<file path="src/rtl/phy_mgmt_pkg.sv">
package phy_mgmt_pkg;
    localparam int PHY_AW = 5;
    localparam int REG_AW = 5;
    localparam int MD_DW  = 16;
    localparam int N_PHY  = 1 << PHY_AW;
    localparam int WORD_W = 32;

    // bit positions in the control and access words
    localparam int CTL_FREE_BIT = 31;
    localparam int CTL_EN_BIT   = 30;
    localparam int ACC_GO_BIT   = 31;
    localparam int ACC_WR_BIT   = 30;
    localparam int ACC_ACK_BIT  = 29;
    localparam int ACC_REG_LSB  = 21;
    localparam int ACC_PHY_LSB  = 16;

    // word indices on the register bus
    localparam int WI_CTRL     = 0;
    localparam int WI_ACCESS   = 1;
    localparam int WI_PRESENCE = 2;

    typedef struct packed {
        logic              wr;
        logic [PHY_AW-1:0] phy;
        logic [REG_AW-1:0] regad;
        logic [MD_DW-1:0]  data;
    } mgmt_op_t;

    typedef enum logic { SQ_IDLE = 1'b0, SQ_BUSY = 1'b1 } sq_state_t;
endpackage

</file>
<file path="src/rtl/mgmt_scan_ptr.sv">
module mgmt_scan_ptr
    import phy_mgmt_pkg::*;
#(
    parameter int AW = PHY_AW
) (
    input  logic          clk,
    input  logic          rst_n,
    input  logic          adv,
    output logic [AW-1:0] ptr
);
    typedef struct packed {
        logic [AW-1:0] ptr;
    } sp_state_t;

    sp_state_t st_d, st_q;

    always_comb begin
        st_d = st_q;
        if (adv) begin
            st_d.ptr = st_q.ptr + AW'(1);
        end
    end

    always_ff @(posedge clk or negedge rst_n) begin
        if (!rst_n) begin
            st_q <= '0;
        end else begin
            st_q <= st_d;
        end
    end

    assign ptr = st_q.ptr;
endmodule

</file>
<file path="src/rtl/mgmt_seq.sv">
module mgmt_seq
    import phy_mgmt_pkg::*;
#(
    parameter logic [REG_AW-1:0] SCAN_REG = 5'd1
) (
    input  logic              clk,
    input  logic              rst_n,
    input  logic              user_go,
    input  mgmt_op_t          user_op,
    input  logic              scan_en,
    input  logic [PHY_AW-1:0] scan_phy,
    input  logic              fe_done,
    output logic              fe_req,
    output mgmt_op_t          fe_op,
    output logic              busy,
    output logic              owner_user,
    output logic              done_user,
    output logic              done_scan
);
    typedef struct packed {
        sq_state_t st;
        logic      owner;
        mgmt_op_t  op;
    } seq_state_t;

    seq_state_t sq_d, sq_q;

    always_comb begin
        sq_d      = sq_q;
        done_user = 1'b0;
        done_scan = 1'b0;
        unique case (sq_q.st)
            SQ_IDLE: begin
                // a pending software request wins over the next scan read
                if (user_go) begin
                    sq_d.st    = SQ_BUSY;
                    sq_d.owner = 1'b1;
                    sq_d.op    = user_op;
                end else if (scan_en) begin
                    sq_d.st       = SQ_BUSY;
                    sq_d.owner    = 1'b0;
                    sq_d.op.wr    = 1'b0;
                    sq_d.op.phy   = scan_phy;
                    sq_d.op.regad = SCAN_REG;
                    sq_d.op.data  = '0;
                end
            end
            SQ_BUSY: begin
                if (fe_done) begin
                    sq_d.st   = SQ_IDLE;
                    done_user = sq_q.owner;
                    done_scan = !sq_q.owner;
                end
            end
            default: sq_d.st = SQ_IDLE;
        endcase
    end

    always_ff @(posedge clk or negedge rst_n) begin
        if (!rst_n) begin
            sq_q <= '{st: SQ_IDLE, owner: 1'b0, op: '0};
        end else begin
            sq_q <= sq_d;
        end
    end

    assign fe_req     = (sq_q.st == SQ_BUSY);
    assign busy       = fe_req;
    assign fe_op      = sq_q.op;
    assign owner_user = sq_q.owner;
endmodule

</file>
<file path="src/rtl/mgmt_regs.sv">
module mgmt_regs
    import phy_mgmt_pkg::*;
#(
    parameter int          BUS_AW    = 2,
    parameter logic [15:0] DIV_RESET = 16'd255
) (
    input  logic              clk,
    input  logic              rst_n,
    input  logic [BUS_AW-1:0] bus_addr,
    input  logic              bus_wr,
    input  logic [WORD_W-1:0] bus_wdata,
    output logic [WORD_W-1:0] bus_rdata,
    input  logic              seq_busy,
    input  logic              done_user,
    input  logic              done_scan,
    input  logic [PHY_AW-1:0] done_phy,
    input  logic              fe_ack,
    input  logic [MD_DW-1:0]  fe_rdata,
    output logic              enable,
    output logic [15:0]       div,
    output logic              user_go,
    output mgmt_op_t          user_op
);
    typedef struct packed {
        logic             en;
        logic [15:0]      div;
        logic             go;
        logic             ack;
        mgmt_op_t         op;
        logic [N_PHY-1:0] alive;
    } reg_state_t;

    reg_state_t rg_d, rg_q;

    logic wr_ctrl, wr_acc;
    logic unused_wbits;

    assign wr_ctrl      = bus_wr && (bus_addr == BUS_AW'(WI_CTRL));
    assign wr_acc       = bus_wr && (bus_addr == BUS_AW'(WI_ACCESS));
    assign unused_wbits = ^{bus_wdata[28:26], bus_wdata[29:16], bus_wdata[ACC_ACK_BIT]};

    always_comb begin
        rg_d = rg_q;
        if (wr_ctrl) begin
            rg_d.en  = bus_wdata[CTL_EN_BIT];
            rg_d.div = bus_wdata[15:0];
        end
        // the access word is locked while a request is outstanding
        if (wr_acc && !rg_q.go) begin
            rg_d.go       = bus_wdata[ACC_GO_BIT];
            rg_d.ack      = 1'b0;
            rg_d.op.wr    = bus_wdata[ACC_WR_BIT];
            rg_d.op.regad = bus_wdata[ACC_REG_LSB +: REG_AW];
            rg_d.op.phy   = bus_wdata[ACC_PHY_LSB +: PHY_AW];
            rg_d.op.data  = bus_wdata[MD_DW-1:0];
        end
        if (done_user) begin
            rg_d.go  = 1'b0;
            rg_d.ack = fe_ack;
            if (!rg_q.op.wr) begin
                rg_d.op.data = fe_rdata;
            end
        end
        if (done_scan) begin
            rg_d.alive[done_phy] = fe_ack;
        end
    end

    always_ff @(posedge clk or negedge rst_n) begin
        if (!rst_n) begin
            rg_q <= '{en: 1'b0, div: DIV_RESET, go: 1'b0, ack: 1'b0, op: '0, alive: '0};
        end else begin
            rg_q <= rg_d;
        end
    end

    always_comb begin
        bus_rdata = '0;
        if (bus_addr == BUS_AW'(WI_CTRL)) begin
            bus_rdata = {!seq_busy, rg_q.en, 14'b0, rg_q.div};
        end else if (bus_addr == BUS_AW'(WI_ACCESS)) begin
            bus_rdata = {rg_q.go, rg_q.op.wr, rg_q.ack, 3'b0,
                         rg_q.op.regad, rg_q.op.phy, rg_q.op.data};
        end else if (bus_addr == BUS_AW'(WI_PRESENCE)) begin
            bus_rdata = rg_q.alive;
        end
    end

    assign enable  = rg_q.en;
    assign div     = rg_q.div;
    assign user_go = rg_q.go;
    assign user_op = rg_q.op;
endmodule

</file>
<file path="src/rtl/phy_mgmt_ctl.sv">
module phy_mgmt_ctl
    import phy_mgmt_pkg::*;
#(
    parameter int          BUS_AW    = 2,
    parameter logic [15:0] DIV_RESET = 16'd255,
    parameter logic [4:0]  SCAN_REG  = 5'd1
) (
    input  logic              clk,
    input  logic              rst_n,
    input  logic [BUS_AW-1:0] bus_addr,
    input  logic              bus_wr,
    input  logic [31:0]       bus_wdata,
    output logic [31:0]       bus_rdata,
    output logic [15:0]       mdc_div,
    output logic              fe_req,
    output logic              fe_write,
    output logic [4:0]        fe_phy,
    output logic [4:0]        fe_regad,
    output logic [15:0]       fe_wdata,
    input  logic              fe_done,
    input  logic              fe_ack,
    input  logic [15:0]       fe_rdata
);
    logic              ctl_enable;
    logic              user_go;
    mgmt_op_t          user_op;
    mgmt_op_t          fe_op;
    logic              seq_busy;
    logic              seq_owner_user;
    logic              done_user;
    logic              done_scan;
    logic [PHY_AW-1:0] scan_phy;
    logic              user_wr_f;
    logic [PHY_AW-1:0] user_phy_f;
    logic [REG_AW-1:0] user_reg_f;

    mgmt_regs #(
        .BUS_AW   (BUS_AW),
        .DIV_RESET(DIV_RESET)
    ) u_regs (
        .clk      (clk),
        .rst_n    (rst_n),
        .bus_addr (bus_addr),
        .bus_wr   (bus_wr),
        .bus_wdata(bus_wdata),
        .bus_rdata(bus_rdata),
        .seq_busy (seq_busy),
        .done_user(done_user),
        .done_scan(done_scan),
        .done_phy (fe_op.phy),
        .fe_ack   (fe_ack),
        .fe_rdata (fe_rdata),
        .enable   (ctl_enable),
        .div      (mdc_div),
        .user_go  (user_go),
        .user_op  (user_op)
    );

    mgmt_scan_ptr #(.AW(PHY_AW)) u_ptr (
        .clk  (clk),
        .rst_n(rst_n),
        .adv  (done_scan),
        .ptr  (scan_phy)
    );

    mgmt_seq #(.SCAN_REG(SCAN_REG)) u_seq (
        .clk       (clk),
        .rst_n     (rst_n),
        .user_go   (user_go),
        .user_op   (user_op),
        .scan_en   (ctl_enable),
        .scan_phy  (scan_phy),
        .fe_done   (fe_done),
        .fe_req    (fe_req),
        .fe_op     (fe_op),
        .busy      (seq_busy),
        .owner_user(seq_owner_user),
        .done_user (done_user),
        .done_scan (done_scan)
    );

    assign fe_write   = fe_op.wr;
    assign fe_phy     = fe_op.phy;
    assign fe_regad   = fe_op.regad;
    assign fe_wdata   = fe_op.data;
    assign user_wr_f  = user_op.wr;
    assign user_phy_f = user_op.phy;
    assign user_reg_f = user_op.regad;
endmodule

</file>
<file path="config.mk">
export PLATFORM = sky130hd
export DESIGN_NAME = phy_mgmt_ctl
export DESIGN_NICKNAME = d
export VERILOG_FILES = /design/src/rtl/phy_mgmt_pkg.sv /design/src/rtl/mgmt_scan_ptr.sv /design/src/rtl/mgmt_seq.sv /design/src/rtl/mgmt_regs.sv /design/src/rtl/phy_mgmt_ctl.sv
export SDC_FILE = /design/constraint.sdc
export NUM_CORES = 1
export LEC_CHECK = 0
export BUFFER_PORTS_ARGS = -buffer_cell sky130_fd_sc_hd__buf_4
export CAP_MARGIN = 20
export CORE_ASPECT_RATIO = 0.75
export CORE_UTILIZATION = 41
export CTS_CLUSTER_SIZE = 25
export DETAILED_ROUTE_END_ITERATION = 10
export GPL_TIMING_DRIVEN = 0
export HOLD_SLACK_MARGIN = 0.02
export PLACE_DENSITY = 0.66
export SLEW_MARGIN = 30
export SYNTH_ARGS = -nofsm -noshare
export SYNTH_HDL_FRONTEND = slang
export SYNTH_SLANG_ARGS = --single-unit
</file>
<file path="constraint.sdc">
create_clock -name clk -period 1.3 [get_ports clk]
set_input_delay 0.065 -clock clk [delete_from_list [all_inputs] [get_ports clk]]
set_output_delay 0.065 -clock clk [all_outputs]
set_load 0.05 [all_outputs]
</file>
==> results of run 1 <==
-- layout make-up --
class                      instances  area [um^2]  area share, %
buffer                            50        481.7          5.718
clock buffer                      10        229.0          2.718
clock inverter                     6        60.06         0.7129
inverter                           2        7.507        0.08911
multi-input combinational        331         2746          32.60
sequential                       112         2821          33.49
tap                              171        214.0          2.540
timing repair buffer             205         1864          22.13
-- worst min path at each step --
stage | start | to | slack [ps] | cells after the start
floorplan | rst_n | u_ptr.ptr[0]$_DFFE_PN0P_ | -230 | 0
global placement | bus_wdata[8] | u_regs.div[8]$_DFFE_PN0P_ | 300 | 2
detailed placement | rst_n | u_seq.fe_op[3]$_DFFE_PN0P_ | 200 | 1
CTS | bus_wdata[31] | u_regs.user_go$_DFFE_PN0P_ | 30 | 3
global route | bus_wdata[31] | u_regs.user_go$_DFFE_PN0P_ | 40 | 3
finish | bus_wdata[31] | u_regs.user_go$_DFFE_PN0P_ | 40 | 3
-- sequential cells by signal (all words and copies together), names as in the netlist --
register	cells
u_ptr.ptr	5
u_seq.busy	1
u_seq.owner_user	1
u_regs.div	16
u_regs.user_op	27
u_seq.fe_op	27
u_regs.enable	1
u_regs.user_go	1
u_regs.rg_q	33
-- through the flow --
stage	instances	setup TNS [ps]	power [mW]	utilization [%]
after floorplan	499	-8626	11.33	-
after global placement	796	-33630	13.57	53.17
after detailed placement	796	-29570	13.72	53.23
after CTS	878	-11250	17.53	62.78
after global routing	887	-14730	19.06	64.94
final	887	-11840	18.25	64.94
-- where the power goes --
part / internal (mW) / leakage [nW] / total [mW] / switching, mW
registers: 4.82 / 1.39 / 5.93 / 1.11
clock network: 1.49 / 0.138 / 2.76 / 1.27
logic: 4.12 / 2.42 / 9.56 / 5.44
-- worst register-to-register path: cells and delay by family (launching register included) --
family                 cells  cell delay [ps]
buffers and inverters      1              170
flip-flops                 1              430
multiplexers               1              330
AND/OR/NAND/NOR            2              510
-- what timing repair did --
action | CTS | global route
gates resized for setup | 84 | 56
setup buffers | 18 | 11
pin swaps | 10 | 11
setup endpoints to repair | 121 | 115
gates cloned | 2 | 2
hold buffers | 46 | 0
endpoints found under the hold margin | 152 | 0
-- routing by layer --
metal	wire length (um)	track usage [%]	up-vias
met5	0	0	-
met1	7684	34.32	2329
met4	162	6.223	0
li1	-	-	2166
met3	954	4.464	16
met2	8119	40.71	154
-- layout by cell type (no fill, tap or decap), types with 3 or more instances in the layout --
| cell | instances |
|---|---|
| dfrtp_1 | 97 |
| nand4_1 | 6 |
| nand3_2 | 8 |
| a22oi_2 | 3 |
| clkbuf_16 | 11 |
| buf_12 | 5 |
| clkbuf_4 | 4 |
| o21ai_1 | 26 |
| and2_1 | 3 |
| nor2_1 | 19 |
| dfstp_2 | 8 |
| mux2_4 | 32 |
| mux2i_1 | 31 |
| buf_6 | 36 |
| dlygate4sd3_1 | 46 |
| clkinv_2 | 3 |
| nand2_4 | 4 |
| nor4b_4 | 3 |
| mux2_1 | 30 |
| buf_4 | 141 |
| a22o_1 | 12 |
| clkbuf_1 | 5 |
| dfrtp_2 | 7 |
| xnor2_1 | 3 |
| nand2_1 | 71 |
| o21ai_2 | 19 |
| nor3b_2 | 3 |
| buf_8 | 11 |
| a21oi_1 | 16 |
| clkbuf_2 | 3 |
| nand4b_1 | 7 |
-- cells in the mapped netlist (all sizes together) (4+ instances only) --
cell type / number
nand4b: 7
nand3: 10
o21ai: 46
buf: 36
mux2i: 33
nand2: 76
a22o: 12
nor2b: 4
a22oi: 4
nor3b: 4
nor2: 22
dfstp: 8
nand4: 6
clkbuf: 18
dfrtp: 104
a21oi: 18
mux2: 62
-- cell families after synthesis --
group | Yosys count
and+or+nand+nor | 149
buffers and inverters | 56
adders and majority gates | 1
xor gates and xnor gates | 4
muxes | 95
AOI/OAI and AO/OA | 82
DFF | 112
==> run metrics, run 1 <==
wire per inst=19.08 um; Yosys cell types=41; DRC=0; Hold Violations, Final=0; origin of the worst setup path=u_seq.fe_op[22]$_DFFE_PN0P_; xor/xnor share of the synthesized area=0.6425%; die width=135.2 um; DP HPWL=11.02 mm; number of antenna cells inserted=0; Synth Register Bits=112; gr usage total=24.84%; Compound-Gate Fraction of Synth Area=8.651%; largest net degree at the start of global routing=113; Pre-antenna DRT Iters=4; Main synth FF type=dfrtp_1; PortBufs=126; maximum vdd drop=0.001390 V; number of flops mapped to enable cells by yosys=0; final-stage net count=767; Slew headroom=40.47%; cell count of the worst reg-to-reg path=4; P_leak=3.948 nW; depth of the CTS H-tree=3; cell family with most CP delay=simple AND/OR/NAND/NOR gates; Setup WS post-layout=-252.3 ps; total die area=0.01377 mm^2; num rows=36; Reg-to-Reg End=u_regs.rg_q[25]$_DFFE_PN0P_; status=finished with violations; worst setup path category=reg2reg; adder and majority cell fraction of the synthesized area=0.2295%; Pwr Density=2166 mW/mm^2; die height=101.9 um; grt ovf=0; WP buf/inv=1; CTS Buffer Depth=2; post-synthesis sequential area ratio=51.58%; Mapped Cells=499; critical path capture point type=register; DR iter-0 viols=251; cell area after layout=0.008424 mm^2; CORE AREA=0.01297 mm^2; Post-DP Area=0.006905 mm^2; worst-path cell with the longest stage delay=dfrtp_2; Simple-Gate Fraction of Synth Area=13.86%; critical path depth=4; failing checks=setup timing; clock skew=4.193 ps; clk sinks=112; Filler Cells Inserted=1027; mapped cell area=0.005453 mm^2; Min-Delay Path Class=in2reg; io pins=131; Net Count, Synth=555; Routed Antenna Nets=0; Place WS=-400.2 ps; Worst Max-Slew Pin Slew=893.0 ps; CP Cell Sequence=and4bb_4 -> buf_6 -> nand3_2 -> mux2_1; Reg clk slew, reported paths=70 ps; Syn Area/Cell=10.93 um^2; Slew Limit Fails=0; RSZ-0062 raised after global routing=true; CP startpoint kind=register; Max Cap Viol=0; main combinational cell family by area after synthesis=multiplexers; WP data arrival=1780 ps; initial antenna violation count=0; fin crit period=1552 ps; crit path max fanout=10; asr flop ratio synth=100.0%; first-pass GRT wire length=25.43 mm; Post-Route WL=16.92 mm; DR vias=4665; clk_lat worst skew=350 ps; cts bufs inserted=9; Worst R2R Setup Slack=-250 ps; Worst Path Required=1530 ps; Hold WS=35.82 ps; initial core utilization=42.03%; post-synth top area share=47.73%; dominant cell type by area after synthesis=dfrtp_1; CTS tree=yes; CP max stage delay=430 ps; mux contribution to synthesized area=18.86%; # setup viols final=71; vias per std cell=5.259; Max Freq=0.6442 GHz; vias in the first global route=4614; Root Buffer=clkbuf_16; Final Wtd Congestion=0.8392; share of cells above drive strength 1=45.81%; end point of the critical path=u_regs.rg_q[25]$_DFFE_PN0P_; Tcrit/Tclk final=119.4%; worst r2r src=u_seq.fe_op[22]$_DFFE_PN0P_; Synth area leaders=dfrtp_1 (48%), mux2_1 (13%), mux2i_1 (6.1%), nand2_1 (5.2%), o21ai_1 (4.2%); Area Growth Syn to Fin=54.50%; synth warn=0
(Power assumes the default switching activity.)
==> inputs of run 2 (changes only) <==
--- a/config.mk
+++ b/config.mk
@@ -13,7 +13,6 @@
 export DETAILED_ROUTE_END_ITERATION = 10
 export GPL_TIMING_DRIVEN = 0
 export HOLD_SLACK_MARGIN = 0.02
-export PLACE_DENSITY = 0.66
 export SLEW_MARGIN = 30
 export SYNTH_ARGS = -nofsm -noshare
 export SYNTH_HDL_FRONTEND = slang
==> constraint.sdc (replaced) <==
create_clock -name clk -period 1.7 [get_ports clk]
set_input_delay 0.085 -clock clk [delete_from_list [all_inputs] [get_ports clk]]
set_output_delay 0.085 -clock clk [all_outputs]
set_load 0.05 [all_outputs]
==> run 2 against run 1 <==
- wire length fell by 6.8%
- critical endpoint is now bus_rdata[31]
- via count fell by 3.1%
- critical path depth rose by 1
- clock power fell by 15%
- total power fell by 31%
- combinational power fell by 40%
- critical path type is now reg2out
- non-clock buffer count fell by 29
- count of clock-buffer cells in the layout rose by 2
- sequential share of layout area rose by 4.2 points
- the flow now finishes without violations
- sequential power fell by 24%
- first-iteration DRC count rose by 10%
==> run metrics, run 2 (synthesis gave the netlist of run 1 again) <==
worst setup path category=reg2out; num rows=36; Min-Delay Path Class=in2reg; Worst Path Required=1620 ps; commonest non-fill, non-tap cell in the layout=buf_4; Worst Max-Slew Pin Slew=577.2 ps; clock skew=6.208 ps; first-pass GRT wire length=24.69 mm; total die area=0.01377 mm^2; final-stage net count=738; vias in the first global route=4536; CP startpoint kind=register; Max Cap Viol=0; CTS Buffer Depth=2; Worst R2R Setup Slack=80 ps; vias per std cell=5.269; Biggest register=u_regs.rg_q; Reg clk slew, reported paths=70 ps; Hold WS=26.08 ps; Slew headroom=61.52%; share of cells above drive strength 1=30.13%; Slew Limit Fails=0; die height=101.9 um; Place WS=-66.70 ps; cts bufs inserted=9; Post-DP Area=0.006651 mm^2; P_leak=3.490 nW; fin crit period=1636 ps; Area Growth Syn to Fin=37.17%; status=finished clean; grt ovf=0; initial core utilization=42.03%; setup TNS=0 ps; PortBufs=126; wire per inst=18.38 um; Util after Layout=57.66%; clk sinks=112; CTS tree=yes; CP max stage delay=440 ps; worst-path cell with the longest stage delay=dfrtp_2; Pre-antenna DRT Iters=5; maximum vdd drop=0.001136 V; depth of the CTS H-tree=3; Hold Violations, Final=0; Setup Buffers After CTS=0; # setup viols final=0; Final Wtd Congestion=0.8039; DR vias=4521; DRC=0; clk_lat worst skew=350 ps; Setup WS post-layout=64.20 ps; DR iter-0 viols=277; critical path capture point type=output pin; Root Buffer=clkbuf_16; Routed Antenna Nets=0; commonest non-fill, non-tap cells in the layout=buf_4 (142), dfrtp_1 (101), nand2_1 (76); max FFs per register=33; RSZ-0062 raised after global routing=true; Pwr Density=1676 mW/mm^2; CP Cell Sequence=buf_2 -> nor2_1 -> a21oi_1 -> o21ai_1 -> buf_6; Max Freq=0.6113 GHz; Tcrit/Tclk final=96.22%; cell area after layout=0.007480 mm^2; Post-Route WL=15.77 mm; crit path max fanout=10; DP HPWL=11.47 mm; gr usage total=24.07%; WP data arrival=1550 ps; CORE AREA=0.01297 mm^2; io pins=131; largest net degree at the start of global routing=60; number of antenna cells inserted=0; initial antenna violation count=0; die width=135.2 um
-- run 2: cell types whose count changed in the layout (fill, tap and decap cells not counted), sizes merged --
cell         delta
buf            -29
clkbuf          +3
clkinv          -2
bufinv          +1
clkinvlp        -1
dlygate4sd3     -1
-- run 2: final timing paths --
kind,startpoint,end,cells past startpoint
max in group asynchronous,rst_n,u_regs.div[7]$_DFFE_PN1P_,3
min in group asynchronous,rst_n,u_seq.fe_op[3]$_DFFE_PN0P_,2
hold / removal,fe_rdata[10],u_regs.user_op[10]$_DFF_PN0_,3
setup / recovery,u_seq.busy$_DFF_PN0_,bus_rdata[31],5
setup reg to reg,u_regs.user_go$_DFFE_PN0P_,u_seq.fe_op[5]$_DFFE_PN0P_,5
hold reg to reg,u_ptr.ptr[4]$_DFFE_PN0P_,u_ptr.ptr[4]$_DFFE_PN0P_,1
-- run 2: power breakdown --
| part | internal [mW] | switching (mW) | total, mW | leakage (nW) |
|---|---|---|---|---|
| logic | 2.01 | 3.70 | 5.71 | 1.93 |
| clock network | 1.38 | 0.965 | 2.34 | 0.159 |
| registers | 3.67 | 0.814 | 4.49 | 1.40 |
| total | 7.06 | 5.48 | 12.5 | 3.49 |
-- run 2: final cells by class --
class / instances / area [um^2]
plain buffers: 54 / 339.1
clock buffers: 12 / 256.5
clock inverters: 4 / 76.32
fillers: 1135 / 5493
inverters: 2 / 7.507
multi-input cells: 331 / 2335
flip-flops and latches: 112 / 2816
well taps: 171 / 214.0
repair buffers: 172 / 1435
-- run 2: through the flow --
stage | total power [mW] | instances
4_1_cts | 12.54 | 858
2_1_floorplan | 8.212 | 499
6_report | 12.54 | 858
3_3_place_gp | 9.967 | 796
5_1_grt | 13.24 | 858
3_5_place_dp | 10.10 | 797
-- run 2: layer usage --
layer  global-route usage, %  routed length (um)
met1                   36.39                7861
met2                   36.57                6793
met3                   4.415                 971
met4                   3.803                 142
met5                       0                   0
-- run 2: critical path, delay by kind of cell (launching register included) --
family,cells,cell delay [ps]
DFF,1,440
buffers and inverters,2,400
AOI/OAI and AO/OA,2,260
and+or+nand+nor,1,100
-- run 2: timing repair --
item / 4_1_cts / 5_1_grt
pin swaps: 0 / 2
hold buffers: 45 / 0
setup endpoints to repair: 19 / 63
hold endpoints to repair: 105 / 0
gates resized for setup: 4 / 19
==> inputs of run 3 (changes only) <==
--- a/config.mk
+++ b/config.mk
@@ -8,12 +8,14 @@
 export BUFFER_PORTS_ARGS = -buffer_cell sky130_fd_sc_hd__buf_4
 export CAP_MARGIN = 20
 export CORE_ASPECT_RATIO = 0.75
-export CORE_UTILIZATION = 41
+export CORE_UTILIZATION = 44
 export CTS_CLUSTER_SIZE = 25
 export DETAILED_ROUTE_END_ITERATION = 10
 export GPL_TIMING_DRIVEN = 0
 export HOLD_SLACK_MARGIN = 0.02
+export PLACE_DENSITY = 0.68
 export SLEW_MARGIN = 30
 export SYNTH_ARGS = -nofsm -noshare
 export SYNTH_HDL_FRONTEND = slang
+export SYNTH_HIERARCHICAL = 1
 export SYNTH_SLANG_ARGS = --single-unit
==> run 3 against run 2 <==
- hold slack improved by 16 ps
- design area rose by 0.17%
- critical path type is now reg2reg
- combinational power rose by 6.0%
- first-iteration DRC count fell by 31%
- sequential power rose by 4%
- die area fell by 5.7%
- sequential cell count did not move
- worst setup slack got worse by 47 ps
- core utilization rose by 3.4 points
- non-clock buffer count rose by 18
- critical path depth rose by 1
- sequential share of layout area fell by 0.080 points
==> run metrics, run 3 <==
status=finished clean; worst setup path category=reg2reg; vias per std cell=5.142; die width=131.3 um; RSZ-0062 raised after global routing=true; Area Growth Syn to Fin=35.91%; fin crit period=1683 ps; most common cell in the synthesized netlist=dfrtp_1; wire per inst=17.31 um; CORE AREA=0.01226 mm^2; Post-DP Area=0.006716 mm^2; Max Cap Viol=0; Tcrit/Tclk final=99.01%; Worst Max-Slew Pin Slew=828.6 ps; Pre-antenna DRT Iters=6; Hold Violations, Final=0; crit path max fanout=10; Yosys cell types=38; Reg clk slew, reported paths=70 ps; clock skew=6.882 ps; Slew Limit Fails=0; share of cells above drive strength 1=42.50%; placed insts=774; maximum vdd drop=0.0008885 V; synth warn=6; Hold Path Depth=2; clk sinks=112; Place WS=-319.7 ps; WP data arrival=1910 ps; commonest non-fill, non-tap cells in the layout=buf_4 (176), dfrtp_1 (102), mux2_2 (57); Total Power=12.73 mW; num rows=35; mapped cell area=0.005513 mm^2; most common library cells after synthesis=dfrtp_1 (104), mux2_2 (61), buf_4 (47); # setup viols final=0; initial antenna violation count=0; total die area=0.01299 mm^2; max FFs per register=33; grt ovf=0; Biggest register=u_regs/rg_q; Net Count, Synth=538; Max Freq=0.5941 GHz; final-stage net count=724; post-synthesis sequential area ratio=51.02%; first-pass GRT wire length=23.85 mm; PortBufs=126; DP HPWL=10.19 mm; Mapped Cells=482; Syn Area/Cell=11.44 um^2; initial core utilization=44.96%; Worst Path Required=1930 ps; cell count of the worst reg-to-reg path=6; die height=98.94 um; Root Buffer=clkbuf_16; Synth area leaders=dfrtp_1 (47%), mux2_2 (12%), buf_4 (6.4%), mux2i_1 (6.2%), a22o_1 (5.1%); WP buf/inv=1; vias in the first global route=4604; Pwr Density=1699 mW/mm^2; critical path capture point type=register; CP Cell Sequence=buf_6 -> nand2_4 -> nor2_4 -> or3b_4 -> nor2_1 -> mux2_4; Main synth FF type=dfrtp_1; dominant cell type by area after synthesis=dfrtp_1; CTS Buffer Depth=2; Min-Delay Path Class=in2reg; commonest non-fill, non-tap cell in the layout=buf_4; gr usage total=23.65%; asr flop ratio synth=100.0%; Routed Antenna Nets=0; number of antenna cells inserted=0; CP startpoint kind=register; P_leak=3.537 nW; cell family with most CP delay=simple AND/OR/NAND/NOR gates; number of flops mapped to enable cells by yosys=0; DR vias=4314; Setup WS post-layout=16.78 ps; Final Wtd Congestion=0.8363; post-synth top area share=47.21%; DR iter-0 viols=190; Filler Cells Inserted=1013; DRC=0; Slew headroom=44.76%; critical path depth=6; Synth Register Bits=112; cts bufs inserted=9; CTS tree=yes; Post-Route WL=14.52 mm; depth of the CTS H-tree=3; final non-filler cell total=839; clk_lat worst skew=350 ps; CP max stage delay=420 ps; largest net degree at the start of global routing=113; io pins=131; cell area after layout=0.007492 mm^2; worst-path cell with the longest stage delay=or3b_4
-- run 3: cell types whose count changed after synthesis, sizes merged, moves of 4 or more --
cell    delta
nand4b     -7
nor2      +17
nand4      -4
nand2     -38
o22ai      +5
o21ai     -26
clkbuf     -9
nor2b      +4
a22oi      -4
nand3      -8
a22o      +20
nand3b     +4
buf       +24
-- run 3: cell families after synthesis --
logic type / synth area share (%)
adders and majority gates: 0.2269
AOI/OAI and AO/OA: 9.714
buffers and inverters: 9.146
and+or+nand+nor: 10.62
muxes: 18.63
DFF: 51.02
xor gates and xnor gates: 0.6356
-- run 3: metrics by stage --
stage                     utilization [%]  hold WS (ps)  setup TNS, ps
after floorplan                         -        -210.6         -277.7
after global placement              54.71         318.4          -4603
final                               61.10         41.72              0
after global routing                61.10         38.96         -90.68
after detailed placement            54.78         214.9          -6075
after CTS                           61.09         28.01              0
-- run 3: final timing paths --
path	slack, ps	to	start
max	20	u_regs/rg_q[12]$_DFFE_PN0P_	u_seq/busy$_DFF_PN0_
max reg2reg	20	u_regs/rg_q[12]$_DFFE_PN0P_	u_seq/busy$_DFF_PN0_
min	40	u_regs/rg_q[12]$_DFFE_PN0P_	fe_ack
min reg2reg	490	u_ptr/ptr[4]$_DFFE_PN0P_	u_ptr/ptr[4]$_DFFE_PN0P_
min in group asynchronous	390	u_regs/user_op[25]$_DFFE_PN0P_	rst_n
max in group asynchronous	670	u_regs/user_go$_DFFE_PN0P_	rst_n
-- run 3: metal layers --
metal / share of wire [%] / track usage [%] / vias up
met4: 1.1 / 5.098 / 0
met3: 5.4 / 5.144 / 17
met5: 0 / 0 / -
met2: 46 / 38.67 / 123
met1: 48 / 32.50 / 2154
li1: - / - / 2020
-- run 3: layout make-up --
type | count | area (um^2) | area share [%]
timing repair buffer | 175 | 1434 | 19.14
tap | 166 | 207.7 | 2.772
clock buffer | 12 | 256.5 | 3.424
inverter | 4 | 15.01 | 0.2004
sequential | 112 | 2815 | 37.58
multi-input combinational | 297 | 2236 | 29.84
buffer | 69 | 499.2 | 6.663
clock inverter | 4 | 28.78 | 0.3841
-- run 3: where the power goes --
| part | internal [mW] | switching (mW) | total, mW |
|---|---|---|---|
| combinational | 2.61 | 3.44 | 6.05 |
| clock | 1.08 | 0.944 | 2.02 |
| sequential | 3.72 | 0.932 | 4.65 |
-- run 3: what timing repair did --
item / 4_1_cts / 5_1_grt
cloned: 0 / 0
pin swaps: 1 / 0
hold endpoints to repair: 149 / 0
endpoints found under the setup margin: 48 / 8
hold buffers: 45 / 0
setup buffers: 4 / 0
resized for setup: 4 / 1
